## src/rtl/stirq_pkg.sv

```systemverilog
package stirq_pkg;
  localparam int SR_W      = 8;
  localparam int FLAG_W    = 3;
  localparam int SENSE_W   = 2;
  localparam int IE_BIT    = 3;
  localparam int SA_BIT    = 4;
  localparam int OV_BIT    = 6;
  localparam int CY_BIT    = 7;
  localparam logic [SR_W-1:0] WR_MASK = 8'hCF;

  // next enable: taken interrupt > load > clear > set > hold
  function automatic logic ie_next(input logic ie_q, input logic take,
                                   input logic ld, input logic ld_bit,
                                   input logic clr, input logic set);
    if (take)     return 1'b0;
    else if (ld)  return ld_bit;
    else if (clr) return 1'b0;
    else if (set) return 1'b1;
    else          return ie_q;
  endfunction

  function automatic logic irq_take(input logic bnd, input logic ie_q,
                                    input logic sa);
    return bnd & ie_q & sa;
  endfunction
endpackage

```

## src/rtl/sense_sync.sv

```systemverilog
module sense_sync #(
  parameter int STAGES = 2,
  parameter int WIDTH  = 2
) (
  input  logic             clk,
  input  logic             rst_n,
  input  logic [WIDTH-1:0] async_in,
  output logic [WIDTH-1:0] sync_out
);
  for (genvar b = 0; b < WIDTH; b++) begin : g_bit
    logic [STAGES-1:0] chain;
    always_ff @(posedge clk or negedge rst_n) begin
      if (!rst_n) chain <= '0;
      else        chain <= {chain[STAGES-2:0], async_in[b]};
    end
    assign sync_out[b] = chain[STAGES-1];
  end
endmodule

```

## src/rtl/status_core.sv

```systemverilog
module status_core
  import stirq_pkg::*;
(
  input  logic               clk,
  input  logic               rst_n,
  input  logic [SENSE_W-1:0] sense_s,
  input  logic               take,
  input  logic               ie_set_cmd,
  input  logic               ie_clr_cmd,
  input  logic               sr_load,
  input  logic [SR_W-1:0]    acc_in,
  input  logic               alu_flag_we,
  input  logic               alu_ovf,
  input  logic               alu_carry,
  output logic               ie_q,
  output logic [SR_W-1:0]    sr_rd,
  output logic [FLAG_W-1:0]  flag_pins
);
  logic [SR_W-1:0] sr_q, sr_d;

  always_comb begin
    sr_d = sr_q;
    if (alu_flag_we) begin
      sr_d[CY_BIT] = alu_carry;
      sr_d[OV_BIT] = alu_ovf;
    end
    if (sr_load) sr_d = acc_in & WR_MASK;
    sr_d[IE_BIT] = ie_next(sr_q[IE_BIT], take, sr_load, acc_in[IE_BIT],
                           ie_clr_cmd, ie_set_cmd);
  end

  always_ff @(posedge clk or negedge rst_n) begin
    if (!rst_n) sr_q <= '0;
    else        sr_q <= sr_d;
  end

  assign ie_q      = sr_q[IE_BIT];
  assign flag_pins = sr_q[FLAG_W-1:0];
  assign sr_rd     = sr_q | ({{(SR_W-SENSE_W){1'b0}}, sense_s} << SA_BIT);

  a_r2_load_drives_pins: assert property (@(posedge clk) disable iff (!rst_n)
    sr_load |=> flag_pins == $past(acc_in[FLAG_W-1:0]));
  a_r6_alu_flags: assert property (@(posedge clk) disable iff (!rst_n)
    (alu_flag_we && !sr_load) |=>
      (sr_rd[CY_BIT] == $past(alu_carry)) && (sr_rd[OV_BIT] == $past(alu_ovf)));
  a_r5_clear_wins: assert property (@(posedge clk) disable iff (!rst_n)
    (ie_clr_cmd && !sr_load) |=> !ie_q);
  a_r9_take_beats_set: assert property (@(posedge clk) disable iff (!rst_n)
    (take && (ie_set_cmd || sr_load)) |=> !ie_q);
endmodule

```

## src/rtl/irq_entry.sv

```systemverilog
module irq_entry
  import stirq_pkg::*;
(
  input  logic clk,
  input  logic rst_n,
  input  logic insn_boundary,
  input  logic ie_q,
  input  logic sense_a_s,
  output logic take,
  output logic xchg_req
);
  assign take = irq_take(insn_boundary, ie_q, sense_a_s);

  always_ff @(posedge clk or negedge rst_n) begin
    if (!rst_n) xchg_req <= 1'b0;
    else        xchg_req <= take;
  end

  a_r7_entry: assert property (@(posedge clk) disable iff (!rst_n)
    take |=> (xchg_req && !ie_q));
  a_r8_needs_boundary: assert property (@(posedge clk) disable iff (!rst_n)
    !insn_boundary |=> !xchg_req);
  a_r10_single_pulse: assert property (@(posedge clk) disable iff (!rst_n)
    xchg_req |=> !xchg_req);
endmodule

```

## src/rtl/status_irq_unit.sv

```systemverilog
module status_irq_unit
  import stirq_pkg::*;
#(
  parameter int SYNC_STAGES = 2
) (
  input  logic        clk,
  input  logic        rst_n,
  input  logic        sense_a_pin,
  input  logic        sense_b_pin,
  input  logic        insn_boundary,
  input  logic        ie_set_cmd,
  input  logic        ie_clr_cmd,
  input  logic        sr_load,
  input  logic [7:0]  acc_in,
  input  logic        alu_flag_we,
  input  logic        alu_ovf,
  input  logic        alu_carry,
  output logic [7:0]  sr_rd,
  output logic [2:0]  flag_pins,
  output logic        xchg_req
);
  logic [SENSE_W-1:0] sense_s;
  logic ie_q, take;

  sense_sync #(.STAGES(SYNC_STAGES), .WIDTH(SENSE_W)) u_sync (
    .clk(clk), .rst_n(rst_n),
    .async_in({sense_b_pin, sense_a_pin}), .sync_out(sense_s));

  status_core u_core (
    .clk(clk), .rst_n(rst_n), .sense_s(sense_s), .take(take),
    .ie_set_cmd(ie_set_cmd), .ie_clr_cmd(ie_clr_cmd), .sr_load(sr_load),
    .acc_in(acc_in), .alu_flag_we(alu_flag_we), .alu_ovf(alu_ovf),
    .alu_carry(alu_carry), .ie_q(ie_q), .sr_rd(sr_rd), .flag_pins(flag_pins));

  irq_entry u_irq (
    .clk(clk), .rst_n(rst_n), .insn_boundary(insn_boundary), .ie_q(ie_q),
    .sense_a_s(sense_s[0]), .take(take), .xchg_req(xchg_req));
endmodule

```

## config.mk

```make
export PLATFORM = sky130hd
export DESIGN_NAME = status_irq_unit
export DESIGN_NICKNAME = d
export VERILOG_FILES = /design/src/rtl/stirq_pkg.sv /design/src/rtl/sense_sync.sv /design/src/rtl/status_core.sv /design/src/rtl/irq_entry.sv /design/src/rtl/status_irq_unit.sv
export SDC_FILE = /design/constraint.sdc
export NUM_CORES = 1
export LEC_CHECK = 0
export ABC_CLOCK_PERIOD_IN_PS = 1900
export CAP_MARGIN = 20
export CORE_AREA = 5 5 42 44
export DETAILED_ROUTE_END_ITERATION = 10
export DIE_AREA = 0 0 47 49
export HOLD_SLACK_MARGIN = 0.12
export PLACE_DENSITY_LB_ADDON = 0.12
export SLEW_MARGIN = 20
export SYNTH_ARGS = -nofsm -noshare
export SYNTH_HDL_FRONTEND = slang
export SYNTH_HIERARCHICAL = 1
export SYNTH_SLANG_ARGS = --single-unit
```

## constraint.sdc

```tcl
create_clock -name clk -period 1.9 [get_ports clk]
set_input_delay 0.19 -clock clk [delete_from_list [all_inputs] [get_ports clk]]
set_output_delay 0.19 -clock clk [all_outputs]
set_load 0.03 [all_outputs]
```

==> tab_implementation.tex <==
\begin{tabular}{lr}
\hline
Metric & Value \\
\hline
\multicolumn{2}{l}{\textbf{Timing}} \\
Final critical-path share of the clock period & 0.800 \\
Min Hold Slack & roughly 250 ps \\
Actual transition at the worst max-transition pin & roughly 460 ps \\
RSZ-0062 raised after global routing & false \\
Minimum setup slack in the final design & roughly 380 ps \\
Top achievable clock speed & about 660 MHz \\
Final setup violating endpoints & 0 \\
Setup total negative slack & 0 ps \\
Time the final worst path needs with I/O delays and setup & 1520 ps \\
Hold Violations, Final & 0 \\
Rel. slew slack & 0.695 \\
Worst clock skew on the final layout & $\sim$0.37 ps \\
Number of pins exceeding their max-slew limit in the final report & 0 \\
\multicolumn{2}{l}{\textbf{Worst setup path}} \\
End of the worst register-to-register path & u\_core/sr\_q[1] \\
Critical Path Slowest Stage Cell & clkdlybuf4s50\_1 \\
Critical Path Sink Type & output port \\
End point of the critical path & flag\_pins[0] \\
Count of buffering cells on the critical path with inverters included & 1 \\
Data required, critical path & around 1700 ps \\
Flop2flop setup slack & 1110 ps \\
Ordered list of cells on the worst path & clkdlybuf4s50\_1 \\
Crit-path max cell delay & roughly 700 ps \\
Cell family contributing the most delay on the critical path & buffers and inverters \\
Critical path startpoint & u\_core/sr\_q[0] \\
Startpoint Class & flip-flop \\
Category of the most critical setup path & reg -> out \\
CP max FO & 3 \\
Worst R2R Start & u\_core/sr\_q[1] \\
Cell count of the worst reg-to-reg path & 1 \\
Data arrival time of the worst path & about 1300 ps \\
Number of logic stages on the critical path including buffering & 1 \\
\multicolumn{2}{l}{\textbf{CTS}} \\
H-tree level count & 1 \\
Hold buffer count at CTS & 0 \\
Clock tree from TritonCTS & done \\
Number of gates resized after cts & 0 \\
Total setup buffers inserted after CTS & 0 \\
CTS Sinks & 11 \\
CTS root buffer & clkbuf\_4 \\
Clock latency on the worst-skew pair & approximately 260 ps \\
Clock tree buffer depth & 2 \\
Clock transition at the registers of the reported paths & about 70 ps \\
Clock buffers created by TritonCTS & 3 \\
\multicolumn{2}{l}{\textbf{Power and ir drop}} \\
Combinational fraction of design power & 0.267 \\
Net switching power figure & 152 µW \\
Relative contribution of the clock network to total power & 0.265 \\
Sequential fraction of design power & 0.467 \\
Switching power share of the total & 0.272 \\
Total Power Consumption & between 500 and 600 µW \\
Internal power summed over all cells & 408 µW \\
Leakage power summed over all cells & $\sim$0.00031 µW \\
Peak ir drop on the vdd network & 0.410 mV \\
Total power divided by cell area & 790 nW/µm² \\
\multicolumn{2}{l}{\textbf{Global route}} \\
GRT Residual Overflow & 0 \\
Number of global-route vias before repair & $\sim$380 \\
First-pass GRT wire length & around 1500 µm \\
Pin count of the biggest net entering global routing & 12 \\
Number of antenna violations at the first check in global routing & 0 \\
Total routing usage reported by global routing & 0.0906 \\
\multicolumn{2}{l}{\textbf{Hold path}} \\
Class of the most critical hold timing path & in -> async \\
\multicolumn{2}{l}{\textbf{Synthesis}} \\
Average size of a mapped cell & 13.3 µm² \\
Ys async rst share & 1.00 \\
Top area cells in the synthesized netlist & dfrtp\_1 61\%, buf\_4 13\%, mux2\_4 9.9\%, mux2i\_1 4.4\%, buf\_6 2.5\% \\
Number of nets produced by synthesis & 53 \\
Part of the Yosys area used for sequential elements & 0.608 \\
Count leader, synth & dfrtp\_1 \\
Area share of the largest cell type after synthesis & 0.608 \\
Number of flip-flops and latches in the synthesized netlist & 11 \\
Most frequently used flop master after synthesis & dfrtp\_1 \\
Synthesis Warnings & 6 \\
Post-synthesis instance area & around 450 µm² \\
Number of synthesized flops with an enable pin & 0 \\
Unique masters post-synth & 11 \\
Area leader, netlist & dfrtp\_1 \\
Top cells by count, synth & 11 x dfrtp\_1, 8 x buf\_4, 3 x mux2\_4, 3 x nand2\_1 \\
Number of instances in the synthesized netlist & 34 \\
\multicolumn{2}{l}{\textbf{Detailed routing}} \\
Routed via count & between 300 and 400 \\
Number of remaining DRC errors & 0 \\
Detailed-route wire length & 933 µm \\
Via-to-Cell Ratio & around 4.3 \\
Detailed-route wire length per cell & roughly 13 µm \\
ANT nets after route & 0 \\
Count of routing violations after the opening detailed-route iteration & 0 \\
Detailed-router iteration count before antenna repair & 1 \\
\multicolumn{2}{l}{\textbf{Job}} \\
Max-cap check violation count & 0 \\
\multicolumn{2}{l}{\textbf{Die}} \\
Die Area & $\sim$2300 µm² \\
\# IOs & 31 \\
Starting density of the core & 0.323 \\
Vert. Die Dim & about 49 µm \\
Number of cell rows & 14 \\
Floorplan Core Area & about 1400 µm² \\
Width of the chip & roughly 47 µm \\
\multicolumn{2}{l}{\textbf{Final layout}} \\
Fraction of final layout cells with drive strength greater than 1 & 0.123 \\
Fill cell count & 122 \\
Antenna diodes & 0 \\
Nets@finish & 77 \\
Layout Area Growth over Synthesis & 56.6\% \\
Non-Filler Instances & 73 \\
\multicolumn{2}{l}{\textbf{Placed design}} \\
Number of cells after detailed placement & a little under 70 \\
Global placement routability congestion & roughly 0.70 \\
DP Worst Slack & between 500 and 600 ps \\
Count of input and output buffers & 28 \\
\multicolumn{2}{l}{\textbf{Outcome}} \\
Status & finished clean \\
\hline
\end{tabular}
how the worst min path moves through the flow:
stage,from,end,slack [ps],cells after the start
2_1_floorplan,rst_n,u_core/sr_q[0],-110,0
3_3_place_gp,u_sync/g_bit[1].chain[0],u_sync/g_bit[1].chain[1],330,0
3_5_place_dp,u_sync/g_bit[0].chain[0],u_sync/g_bit[0].chain[1],340,0
4_1_cts,rst_n,u_sync/g_bit[0].chain[1],250,1
5_1_grt,rst_n,u_irq/xchg_req,290,1
6_report,rst_n,u_core/sr_q[0],250,1
power by group through the flow:
| stage | Clock, µW | Sequential [µW] | Combinational, µW |
|---|---|---|---|
| 2_1_floorplan | 0 | 287 | 63.9 |
| 3_3_place_gp | 0 | 265 | 150 |
| 3_5_place_dp | 0 | 266 | 152 |
| 4_1_cts | 160 | 262 | 152 |
| 5_1_grt | 168 | 264 | 159 |
| 6_report | 149 | 262 | 150 |
metrics by stage:
step / area (µm²) / util
2_1_floorplan: 453 / -
3_3_place_gp: 682 / 0.487
3_5_place_dp: 682 / 0.487
4_1_cts: 709 / 0.506
5_1_grt: 709 / 0.506
6_report: 709 / 0.506
sequential cells by signal (all words and copies together) (netlist names):
register,cells
u_core/sr_q,6
u_irq/xchg_req,1
u_sync/g_bit.chain,4
cell type report:
cell class | instances | area (µm²) | share of cell area
timing repair buffer | 28 | 280 | 0.395
sequential | 11 | 275 | 0.388
multi-input combinational | 14 | 106 | 0.150
clock buffer | 3 | 22.5 | 0.0317
tap | 16 | 20.0 | 0.0282
clock inverter | 1 | 5.00 | 0.00705
per-layer routing:
metal,vias to the layer above,track usage,part of all wire
li1,149,-,-
met2,20,0.140,0.49
met5,-,0,0
met1,148,0.0915,0.36
met3,0,0.0480,0.14
met4,0,0.0553,0
cells in the final DEF, fill, tap and decap left out:
| cell | count |
|---|---|
| nor2_1 | 1 |
| o21ai_0 | 2 |
| o21ai_1 | 1 |
| a21oi_1 | 1 |
| clkdlybuf4s50_1 | 28 |
| mux2_4 | 3 |
| mux2i_1 | 2 |
| dfrtp_1 | 11 |
| and3_1 | 1 |
| nand2_1 | 3 |
| clkbuf_4 | 3 |
| clkinv_2 | 1 |
cells by family after synthesis:
family	Yosys count	share of synthesized area
flops	11	0.608
buf+inv	9	0.157
mux	5	0.144
simple gates	5	0.0470
compound gates	4	0.0442
Power figures use the tool's default switching activity.
